**src/rtl/edo_pkg.sv**
```systemverilog
package edo_pkg;
  localparam int STB_RAS = 0;
  localparam int STB_CAS = 1;
  localparam int STB_WE  = 2;
  localparam int NUM_EDGE_STB = 3;
endpackage

```
**src/rtl/edo_strobe_edge.sv**
```systemverilog
module edo_strobe_edge #(
  parameter int N = 3
) (
  input  logic         clk_i,
  input  logic         rst_ni,
  input  logic [N-1:0] stb_i,
  output logic [N-1:0] prev_o
);
  for (genvar g = 0; g < N; g++) begin : g_stb
    logic prev_q;
    always_ff @(posedge clk_i or negedge rst_ni) begin
      if (!rst_ni) prev_q <= 1'b1;
      else         prev_q <= stb_i[g];
    end
    assign prev_o[g] = prev_q;
  end
endmodule

```
**src/rtl/edo_cell_array.sv**
```systemverilog
module edo_cell_array #(
  parameter int ADDR_W = 6,
  parameter int DATA_W = 16
) (
  input  logic              clk_i,
  input  logic              wen_i,
  input  logic [ADDR_W-1:0] waddr_i,
  input  logic [DATA_W-1:0] wdata_i,
  input  logic [ADDR_W-1:0] raddr_i,
  output logic [DATA_W-1:0] rdata_o
);
  localparam int DEPTH = 1 << ADDR_W;
  logic [DATA_W-1:0] mem_q [DEPTH];

  always_ff @(posedge clk_i) begin
    if (wen_i) mem_q[waddr_i] <= wdata_i;
  end
  assign rdata_o = mem_q[raddr_i];
endmodule

```
**src/rtl/edo_drive_ctl.sv**
```systemverilog
module edo_drive_ctl
  import edo_pkg::*;
#(
  parameter int ROW_W  = 3,
  parameter int COL_W  = 3,
  parameter int ADDR_W = 3,
  parameter int DATA_W = 16,
  localparam int CELL_W = ROW_W + COL_W
) (
  input  logic                    clk_i,
  input  logic                    rst_ni,
  input  logic                    ras_ni,
  input  logic                    cas_ni,
  input  logic                    we_ni,
  input  logic                    oe_ni,
  input  logic [NUM_EDGE_STB-1:0] prev_i,
  input  logic [ADDR_W-1:0]       addr_i,
  input  logic [DATA_W-1:0]       rdata_i,
  output logic                    wen_o,
  output logic [CELL_W-1:0]       waddr_o,
  output logic [CELL_W-1:0]       raddr_o,
  output logic                    drv_o,
  output logic [DATA_W-1:0]       hold_o
);
  logic ras_fall, cas_fall, cas_rise, we_fall;
  logic rd_edge, early_wr, late_wr, idle;
  logic [ROW_W-1:0] row_q;
  logic [COL_W-1:0] col_q;
  logic live_q, lock_q, park_q, drv_q;
  logic live_d, lock_d, park_d;
  logic [DATA_W-1:0] hold_q;

  assign ras_fall = prev_i[STB_RAS] & ~ras_ni;
  assign cas_fall = prev_i[STB_CAS] & ~cas_ni;
  assign cas_rise = ~prev_i[STB_CAS] & cas_ni;
  assign we_fall  = prev_i[STB_WE]  & ~we_ni;

  assign rd_edge  = cas_fall & ~ras_ni & we_ni;
  assign early_wr = cas_fall & ~ras_ni & ~we_ni;
  assign late_wr  = we_fall & ~cas_ni & ~cas_fall & ~ras_ni;
  assign idle     = ras_ni & cas_ni;

  assign raddr_o = {row_q, addr_i[COL_W-1:0]};
  assign wen_o   = early_wr | late_wr;
  assign waddr_o = early_wr ? {row_q, addr_i[COL_W-1:0]} : {row_q, col_q};

  // next-state of the drive qualifiers
  always_comb begin
    live_d = live_q;
    lock_d = lock_q;
    park_d = park_q;
    if (idle)                live_d = 1'b0;
    if (we_fall || early_wr) lock_d = 1'b1;
    if (cas_rise && oe_ni)   park_d = 1'b1;
    if (rd_edge) begin
      live_d = 1'b1;
      lock_d = 1'b0;
      park_d = 1'b0;
    end
  end

  always_ff @(posedge clk_i or negedge rst_ni) begin
    if (!rst_ni) begin
      row_q  <= '0;
      col_q  <= '0;
      live_q <= 1'b0;
      lock_q <= 1'b0;
      park_q <= 1'b0;
      drv_q  <= 1'b0;
      hold_q <= '0;
    end else begin
      if (ras_fall && cas_ni) row_q <= addr_i[ROW_W-1:0];
      if (cas_fall)           col_q <= addr_i[COL_W-1:0];
      if (rd_edge)            hold_q <= rdata_i;
      live_q <= live_d;
      lock_q <= lock_d;
      park_q <= park_d;
      drv_q  <= live_d & ~lock_d & ~park_d & ~oe_ni & ~idle;
    end
  end

  assign drv_o  = drv_q;
  assign hold_o = hold_q;
endmodule

```
**src/rtl/edo_dq_drive.sv**
```systemverilog
module edo_dq_drive
  import edo_pkg::*;
#(
  parameter int ROW_W  = 3,
  parameter int COL_W  = 3,
  parameter int DATA_W = 16,
  localparam int ADDR_W = (ROW_W > COL_W) ? ROW_W : COL_W,
  localparam int CELL_W = ROW_W + COL_W
) (
  input  logic              clk_i,
  input  logic              rst_ni,
  input  logic              ras_ni,
  input  logic              cas_ni,
  input  logic              we_ni,
  input  logic              oe_ni,
  input  logic [ADDR_W-1:0] addr_i,
  input  logic [DATA_W-1:0] dq_i,
  output logic              drv_o,
  output logic [DATA_W-1:0] dq_o
);
  logic [NUM_EDGE_STB-1:0] stb, prev;
  logic                    wen;
  logic [CELL_W-1:0]       waddr, raddr;
  logic [DATA_W-1:0]       rdata;

  always_comb begin
    stb          = '1;
    stb[STB_RAS] = ras_ni;
    stb[STB_CAS] = cas_ni;
    stb[STB_WE]  = we_ni;
  end

  edo_strobe_edge #(.N(NUM_EDGE_STB)) u_edge (
    .clk_i (clk_i),
    .rst_ni(rst_ni),
    .stb_i (stb),
    .prev_o(prev)
  );

  edo_cell_array #(.ADDR_W(CELL_W), .DATA_W(DATA_W)) u_cells (
    .clk_i  (clk_i),
    .wen_i  (wen),
    .waddr_i(waddr),
    .wdata_i(dq_i),
    .raddr_i(raddr),
    .rdata_o(rdata)
  );

  edo_drive_ctl #(
    .ROW_W(ROW_W), .COL_W(COL_W), .ADDR_W(ADDR_W), .DATA_W(DATA_W)
  ) u_ctl (
    .clk_i  (clk_i),
    .rst_ni (rst_ni),
    .ras_ni (ras_ni),
    .cas_ni (cas_ni),
    .we_ni  (we_ni),
    .oe_ni  (oe_ni),
    .prev_i (prev),
    .addr_i (addr_i),
    .rdata_i(rdata),
    .wen_o  (wen),
    .waddr_o(waddr),
    .raddr_o(raddr),
    .drv_o  (drv_o),
    .hold_o (dq_o)
  );
endmodule

```
**config.mk**
```make
export PLATFORM = sky130hd
export DESIGN_NAME = edo_dq_drive
export DESIGN_NICKNAME = d
export VERILOG_FILES = /design/src/rtl/edo_pkg.sv /design/src/rtl/edo_strobe_edge.sv /design/src/rtl/edo_cell_array.sv /design/src/rtl/edo_drive_ctl.sv /design/src/rtl/edo_dq_drive.sv
export SDC_FILE = /design/constraint.sdc
export NUM_CORES = 1
export LEC_CHECK = 0
export BUFFER_PORTS_ARGS = -buffer_cell sky130_fd_sc_hd__buf_2
export CAP_MARGIN = 15
export CORE_AREA = 4 4 325 263
export CTS_BUF_LIST = sky130_fd_sc_hd__clkbuf_8
export CTS_CLUSTER_DIAMETER = 30
export DETAILED_ROUTE_END_ITERATION = 16
export DIE_AREA = 0 0 329 267
export PLACE_DENSITY = 0.77
export SLEW_MARGIN = 40
export SYNTH_ARGS = -nofsm -noshare
export SYNTH_HDL_FRONTEND = slang
export SYNTH_SLANG_ARGS = --single-unit
```
**constraint.sdc**
```tcl
create_clock -name clk_i -period 2.9 [get_ports clk_i]
set_input_delay 0 -clock clk_i [delete_from_list [all_inputs] [get_ports clk_i]]
set_output_delay 0 -clock clk_i [all_outputs]
set_load 0.05 [all_outputs]
```
==> results of run 1 <==
## state kept, by name (all words and copies together), names as in the netlist
name,cells
u_ctl.park_q,1
u_ctl.live_q,1
u_cells.mem_q,1024
u_edge.g_stb.prev_q,3
u_ctl.col_q,3
u_ctl.hold_o,16
u_ctl.row_q,3
u_ctl.lock_q,1
u_ctl.drv_o,1
## placed cells by master (no fill, tap or decap), drive strengths merged, types with 3 or more instances in the layout
cell and instances:
dfstp 3, nand2 57, clkinv 41, edfxtp 1024, a21oi 16, a31oi 15, nand3 31, o22ai 12
dfrtp 26, o221ai 6, clkbuf 155, a221oi 10, buf 223, nand2b 12, o21a 3, a22oi 68
and2 6, dlygate4sd3 27, bufinv 8, a32oi 3, mux2i 153, nand3b 3, inv 56, o21bai 3
o21ai 17, mux2 17, and3 6, o211ai 5, o32a 9, nor2 95, a41oi 4, clkinvlp 9
mux4 193, a211oi 7, nor2b 17, a2111oi 6
## area by class of cell
cell class | instances | area, µm²
diodes | 2 | 5.00
clock buffers | 155 | 2130
clock inverters | 112 | 741
fillers | 5857 | 35400
inverters | 2 | 7.51
multi-input cells | 795 | 8600
flip-flops and latches | 1053 | 31500
well taps | 1104 | 1380
repair buffers | 250 | 2200
## layer usage
metal / wire (µm) / global-route usage, % / share of wire (%)
met3: 16000 / 8.90 / 15
met5: 12 / 0 / 0.011
met4: 2020 / 6.52 / 1.9
met2: 45300 / 33.4 / 43
met1: 41100 / 36.0 / 39
## kinds of logic after synthesis
| logic type | synth area share, % |
|---|---|
| flops | 77.2 |
| mux | 14.9 |
| simple gates | 2.67 |
| compound gates | 3.49 |
| buf+inv | 1.69 |
## final timing paths
check                      slack [ns]                      to  cells past startpoint
setup / recovery                 0.04         u_ctl.hold_o[6]                      7
hold / removal                   0.14    u_cells.mem_q[63][1]                      2
setup reg to reg                 0.04         u_ctl.hold_o[6]                      7
hold reg to reg                  0.49            u_ctl.live_q                      2
max in group asynchronous        2.28         u_ctl.hold_o[0]                      4
min in group asynchronous        0.39  u_edge.g_stb[0].prev_q                      3
## power groups by stage
| stage | clock (W) | combinational (W) | sequential [W] |
|---|---|---|---|
| 5_1_grt | 0.0122 | 0.00276 | 0.0170 |
| 2_1_floorplan | 0 | 0.00118 | 0.0174 |
| 4_1_cts | 0.0115 | 0.00261 | 0.0170 |
| 3_5_place_dp | 0 | 0.00256 | 0.0173 |
| 6_report | 0.0113 | 0.00266 | 0.0170 |
| 3_3_place_gp | 0 | 0.00251 | 0.0173 |
## through the flow
| step | area [µm²] | power, W |
|---|---|---|
| final | 46500 | 0.0310 |
| after global routing | 46500 | 0.0320 |
| after CTS | 46500 | 0.0311 |
| after detailed placement | 43400 | 0.0199 |
| after global placement | 43400 | 0.0198 |
| after floorplan | 40800 | 0.0186 |
## repair_timing
action / 4_1_cts / 5_1_grt
hold buffers: 28 / 0
hold endpoints to repair: 780 / 0
buffers inserted: 0 / 0
==> results.json, run 1 <==
{
  "portBuffers": 41,
  "worstReg2RegStart": "u_ctl.row_q[0]",
  "die_h_um": 267,
  "status": "complete, no violations",
  "rsz0062_at_grt": "no",
  "pwr-share-comb_pct": 8.6,
  "synth_edf_count": 1024,
  "cts_tree": "yes",
  "netlist_top_cells_count": "edfxtp_1, mux4_2, mux2i_1",
  "gr-total-overflow": 0,
  "syn_avg_cell_area_um2": 20.9,
  "synth.most_common_cell": "edfxtp_1",
  "instances_no_fill": 3473,
  "viasPerCell": 6.28,
  "clock_path_buffers": 3,
  "yosys-top-cells-area": "edfxtp_1, mux4_2, mux2i_1",
  "layout.nets": 2280,
  "ys_seq_area_share_pct": 77.2,
  "crit_buf_inv": 2,
  "synthArstFlopShare_pct": 2.75,
  "cts-htree-levels": 4,
  "dpl.hpwl_mm": 65.7,
  "end_kind": "flip-flop",
  "p_sw_w": 0.00757,
  "drt_iter0_drc": 3555,
  "drc": 0,
  "drv_slew": 0,
  "startpoint": "u_ctl.row_q[0]",
  "critPathMaxStageDelay_ns": 0.73,
  "path_cells": "buf_4 > nand2b_1 > a211oi_1 > o311a_1 > a2111oi_1 > buf_4 > o32a_1",
  "p_clk_share_pct": 36.6,
  "power.share.sequential_pct": 54.8,
  "max-vdd-ir-drop_v": 0.000501,
  "leakage_nw": 15.3,
  "grt_pass1_wl_mm": 151,
  "min_from": "dq_i[1]",
  "antenna_found_initial": 3,
  "synth_fp_nets": 1978,
  "synth_seq_cells": 1053,
  "worst-setup-path-type": "flip-flop to flip-flop",
  "slew-limit-headroom_pct": 37.4,
  "required_ns": 3.65,
  "crit_arrival_ns": 3.61,
  "powerDensity_nw_per_um2": 666,
  "cts.sinks": 1053,
  "synth_cells": 1953,
  "path_clk_slew_ns": 0.07,
  "ios": 42,
  "layout_setup_ws_ns": 0.0371,
  "antenna_left": 0,
  "vias": 21800,
  "skew_ns": 0.0386,
  "placementRows": 94,
  "wire_per_inst_um": 30.1,
  "ys.flop_type": "edfxtp_1",
  "grt_use_total_pct": 24.0,
  "die_w_um": 329,
  "clock.fmax_ghz": 0.349,
  "worst_slew_pin_slew_ns": 0.915,
  "first_global_vias": 21500,
  "crit_top_cell": "buf_4",
  "post-place-cells": 3176,
  "area_delta_synth_final_pct": 14.2,
  "grt_max_degree": 65,
  "yosysTopAreaCell": "edfxtp_1",
  "synth_cell_types": 58,
  "worstSkewPairLatency_ns": 0.82,
  "cts-resized-gates": 0,
  "hp-class": "input port to flip-flop",
  "layout-drive-gt1-share_pct": 27.1,
  "cp_max_fo": 16,
  "routabilityCongestion": 0.925,
  "fin_crit_ns": 2.86,
  "intPower_w": 0.0234,
  "drt_wl_total_mm": 104,
  "finalCoreUtilization_pct": 56.8,
  "p_sw_share_pct": 24.4,
  "yosysWarnings": 0,
  "whs_ns": 0.136,
  "timing.final.crit_share_pct": 98.7,
  "dp_worst_setup_slack_ns": 0.207,
  "cap_violations": 0,
  "drtPass1Iterations": 8,
  "cts_buffers": 153,
  "tns_ns": 0,
  "start_util_pct": 49.7,
  "coreArea_um2": 82000,
  "root_buffer": "clkbuf_8",
  "mappedNetlistArea_um2": 40800,
  "crit_path_start_kind": "flip-flop",
  "critPathSlowestCell": "a2111oi_1",
  "dieArea_um2": 87800,
  "hold_viol": 0,
  "setup_viol": 0,
  "path_delay_family": "compound AO/OA/AOI/OAI gates",
  "synth_top_area_share_pct": 75.5
}
Note: power is estimated with default switching activity, not from simulation.
==> run 2, diff against run 1 <==
- CORE_AREA: 4 4 325 263 -> 4 4 299 243
- DIE_AREA: 0 0 329 267 -> 0 0 303 247
- PLACE_DENSITY: 0.77 -> 0.87
==> results.json, run 2 (synthesis gave the netlist of run 1 again) <==
{
  "met3WireLength_mm": 17.4,
  "viasPerCell": 6.79,
  "placementRows": 87,
  "drt_iter0_drc": 3699,
  "mostFrequentLayoutCell": "edfxtp_1",
  "final_cell_mix": "edfxtp_1, mux4_2, buf_4",
  "grt_max_degree": 65,
  "gr-total-overflow": 0,
  "antenna_left": 0,
  "seq_area_um2": 31500,
  "drc": 0,
  "timing.rr.end": "u_cells.mem_q[19][11]",
  "worstReg2RegStart": "u_edge.g_stb[1].prev_q",
  "tns_ns": 0,
  "top_register": "u_cells.mem_q",
  "dieArea_um2": 74800,
  "reg2reg_slack_ns": 0.09,
  "holdPathStages": 3,
  "min_from": "addr_i[0]",
  "drv_slew": 0,
  "cts.sinks": 1053,
  "path_clk_slew_ns": 0.07,
  "worstSkewPairLatency_ns": 0.84,
  "grt_use_total_pct": 28.8,
  "root_buffer": "clkbuf_8",
  "whs_ns": 0.0894,
  "fin_crit_ns": 2.81,
  "drt_wl_total_mm": 106,
  "cts-htree-levels": 4,
  "max-vdd-ir-drop_v": 0.000539,
  "wl_met1_mm": 37.1,
  "portBuffers": 41,
  "slew-limit-headroom_pct": 45.3,
  "status": "complete, no violations",
  "worst_slew_pin_slew_ns": 0.821,
  "routabilityCongestion": 0.961,
  "skew_ns": 0.0462,
  "setup_viol": 0,
  "grt_pass1_wl_mm": 153,
  "end_kind": "flip-flop",
  "ios": 42,
  "clock.fmax_ghz": 0.356,
  "holdPathEnd": "u_ctl.col_q[0]",
  "drtPass1Iterations": 6,
  "worst-setup-path-type": "flip-flop to flip-flop",
  "routed.top_layer": "met5",
  "cts_buffers": 157,
  "powerDensity_nw_per_um2": 683,
  "wl_met2_mm": 47.5,
  "rsz0062_at_grt": "no",
  "hp-class": "input port to flip-flop",
  "rr_worst_depth": 7,
  "hold_viol": 0,
  "leakage_nw": 15.5,
  "multi_input_area_um2": 8610,
  "die_h_um": 247,
  "first_global_vias": 22400,
  "path_cells": "nor4b_2 > buf_4 > mux2_2 > nor2_1 > nand2_2 > nor2_1 > buf_4",
  "start_util_pct": 58.4,
  "critPathSlowestCell": "dfstp_2",
  "vias": 22600,
  "coreArea_um2": 69800,
  "crit_path_start_kind": "flip-flop",
  "cp_max_fo": 16,
  "area_delta_synth_final_pct": 14.1,
  "dpl.hpwl_mm": 65.6,
  "cts_tree": "yes",
  "die_w_um": 303,
  "cap_violations": 0,
  "wire_per_inst_um": 31.9,
  "timing.final.crit_share_pct": 96.8,
  "antenna_found_initial": 7,
  "critPathMaxStageDelay_ns": 0.55,
  "crit_arrival_ns": 3.30,
  "fill_cells": 4058,
  "clock_path_buffers": 3,
  "required_ns": 3.39,
  "layout.nets": 2293,
  "largest_reg_flops": 1024,
  "layout-drive-gt1-share_pct": 28.2
}
==> run 2: changes by cell type in the layout (fill, tap and decap cells not counted), sizes merged <==
cell | before | now
buf | 223 | 230
clkinv | 41 | 50
diode | 2 | 1
bufinv | 8 | 11
clkbuf | 155 | 161
clkinvlp | 9 | 5
dlygate4sd3 | 27 | 29
inv | 56 | 54
==> run 2: metal layers <==
| layer | vias to the layer above | global-route usage, % |
|---|---|---|
| met1 | 11400 | 39.7 |
| li1 | 8773 | - |
| met5 | - | 0 |
| met3 | 303 | 11.9 |
| met2 | 2112 | 41.7 |
| met4 | 6 | 11.0 |
==> run 2: through the flow <==
step	std cells	util (%)	power, W	worst slack (ns)	instance area (µm²)
2_1_floorplan	1953	-	0.0186	0.0681	40800
3_3_place_gp	3013	61.7	0.0197	0.0374	43100
3_5_place_dp	3013	61.7	0.0198	0.0940	43100
4_1_cts	3322	66.7	0.0318	0.163	46500
5_1_grt	3322	66.7	0.0327	0.0890	46500
6_report	3323	66.7	0.0318	0.0928	46500
==> run 2: layout make-up <==
| class | instances | share of cell area [%] |
|---|---|---|
| Inverter | 2 | 0.0161 |
| Sequential cell | 1053 | 67.7 |
| Antenna cell | 1 | 0.00538 |
| Clock buffer | 161 | 4.76 |
| Multi-Input combinational cell | 795 | 18.5 |
| Clock inverter | 118 | 1.92 |
| Tap cell | 934 | 2.51 |
| Timing Repair Buffer | 259 | 4.59 |
==> run 2: power by group <==
| group | internal [W] | switching, W | total (W) | leakage (nW) |
|---|---|---|---|---|
| clock network | 0.00624 | 0.00584 | 0.0121 | 1.74 |
| registers | 0.0168 | 0.000162 | 0.0170 | 9.53 |
| logic | 0.000886 | 0.00183 | 0.00272 | 4.20 |
| total | 0.0239 | 0.00784 | 0.0318 | 15.5 |
==> run 2: worst max-delay path, delay by kind of cell (launching register included) <==
family / cells / cell delay [ns]
flops: 1 / 0.55
buf+inv: 2 / 0.50
mux: 1 / 0.37
simple gates: 4 / 1.02
==> run 2: worst max-delay path by stage <==
stage,from,end,cells after the start
2_1_floorplan,u_edge.g_stb[1].prev_q,u_cells.mem_q[48][0],5
3_3_place_gp,u_edge.g_stb[1].prev_q,u_cells.mem_q[19][7],7
3_5_place_dp,u_edge.g_stb[1].prev_q,u_cells.mem_q[3][14],7
4_1_cts,u_edge.g_stb[1].prev_q,u_cells.mem_q[19][11],7
5_1_grt,u_edge.g_stb[1].prev_q,u_cells.mem_q[32][11],7
6_report,u_edge.g_stb[1].prev_q,u_cells.mem_q[19][11],7
==> run 2: timing repair <==
item,in CTS,in global routing
endpoints found under the setup margin,10,0
resized for setup,1,0
hold buffers,30,0
setup buffers,0,0
hold endpoints to repair,803,0
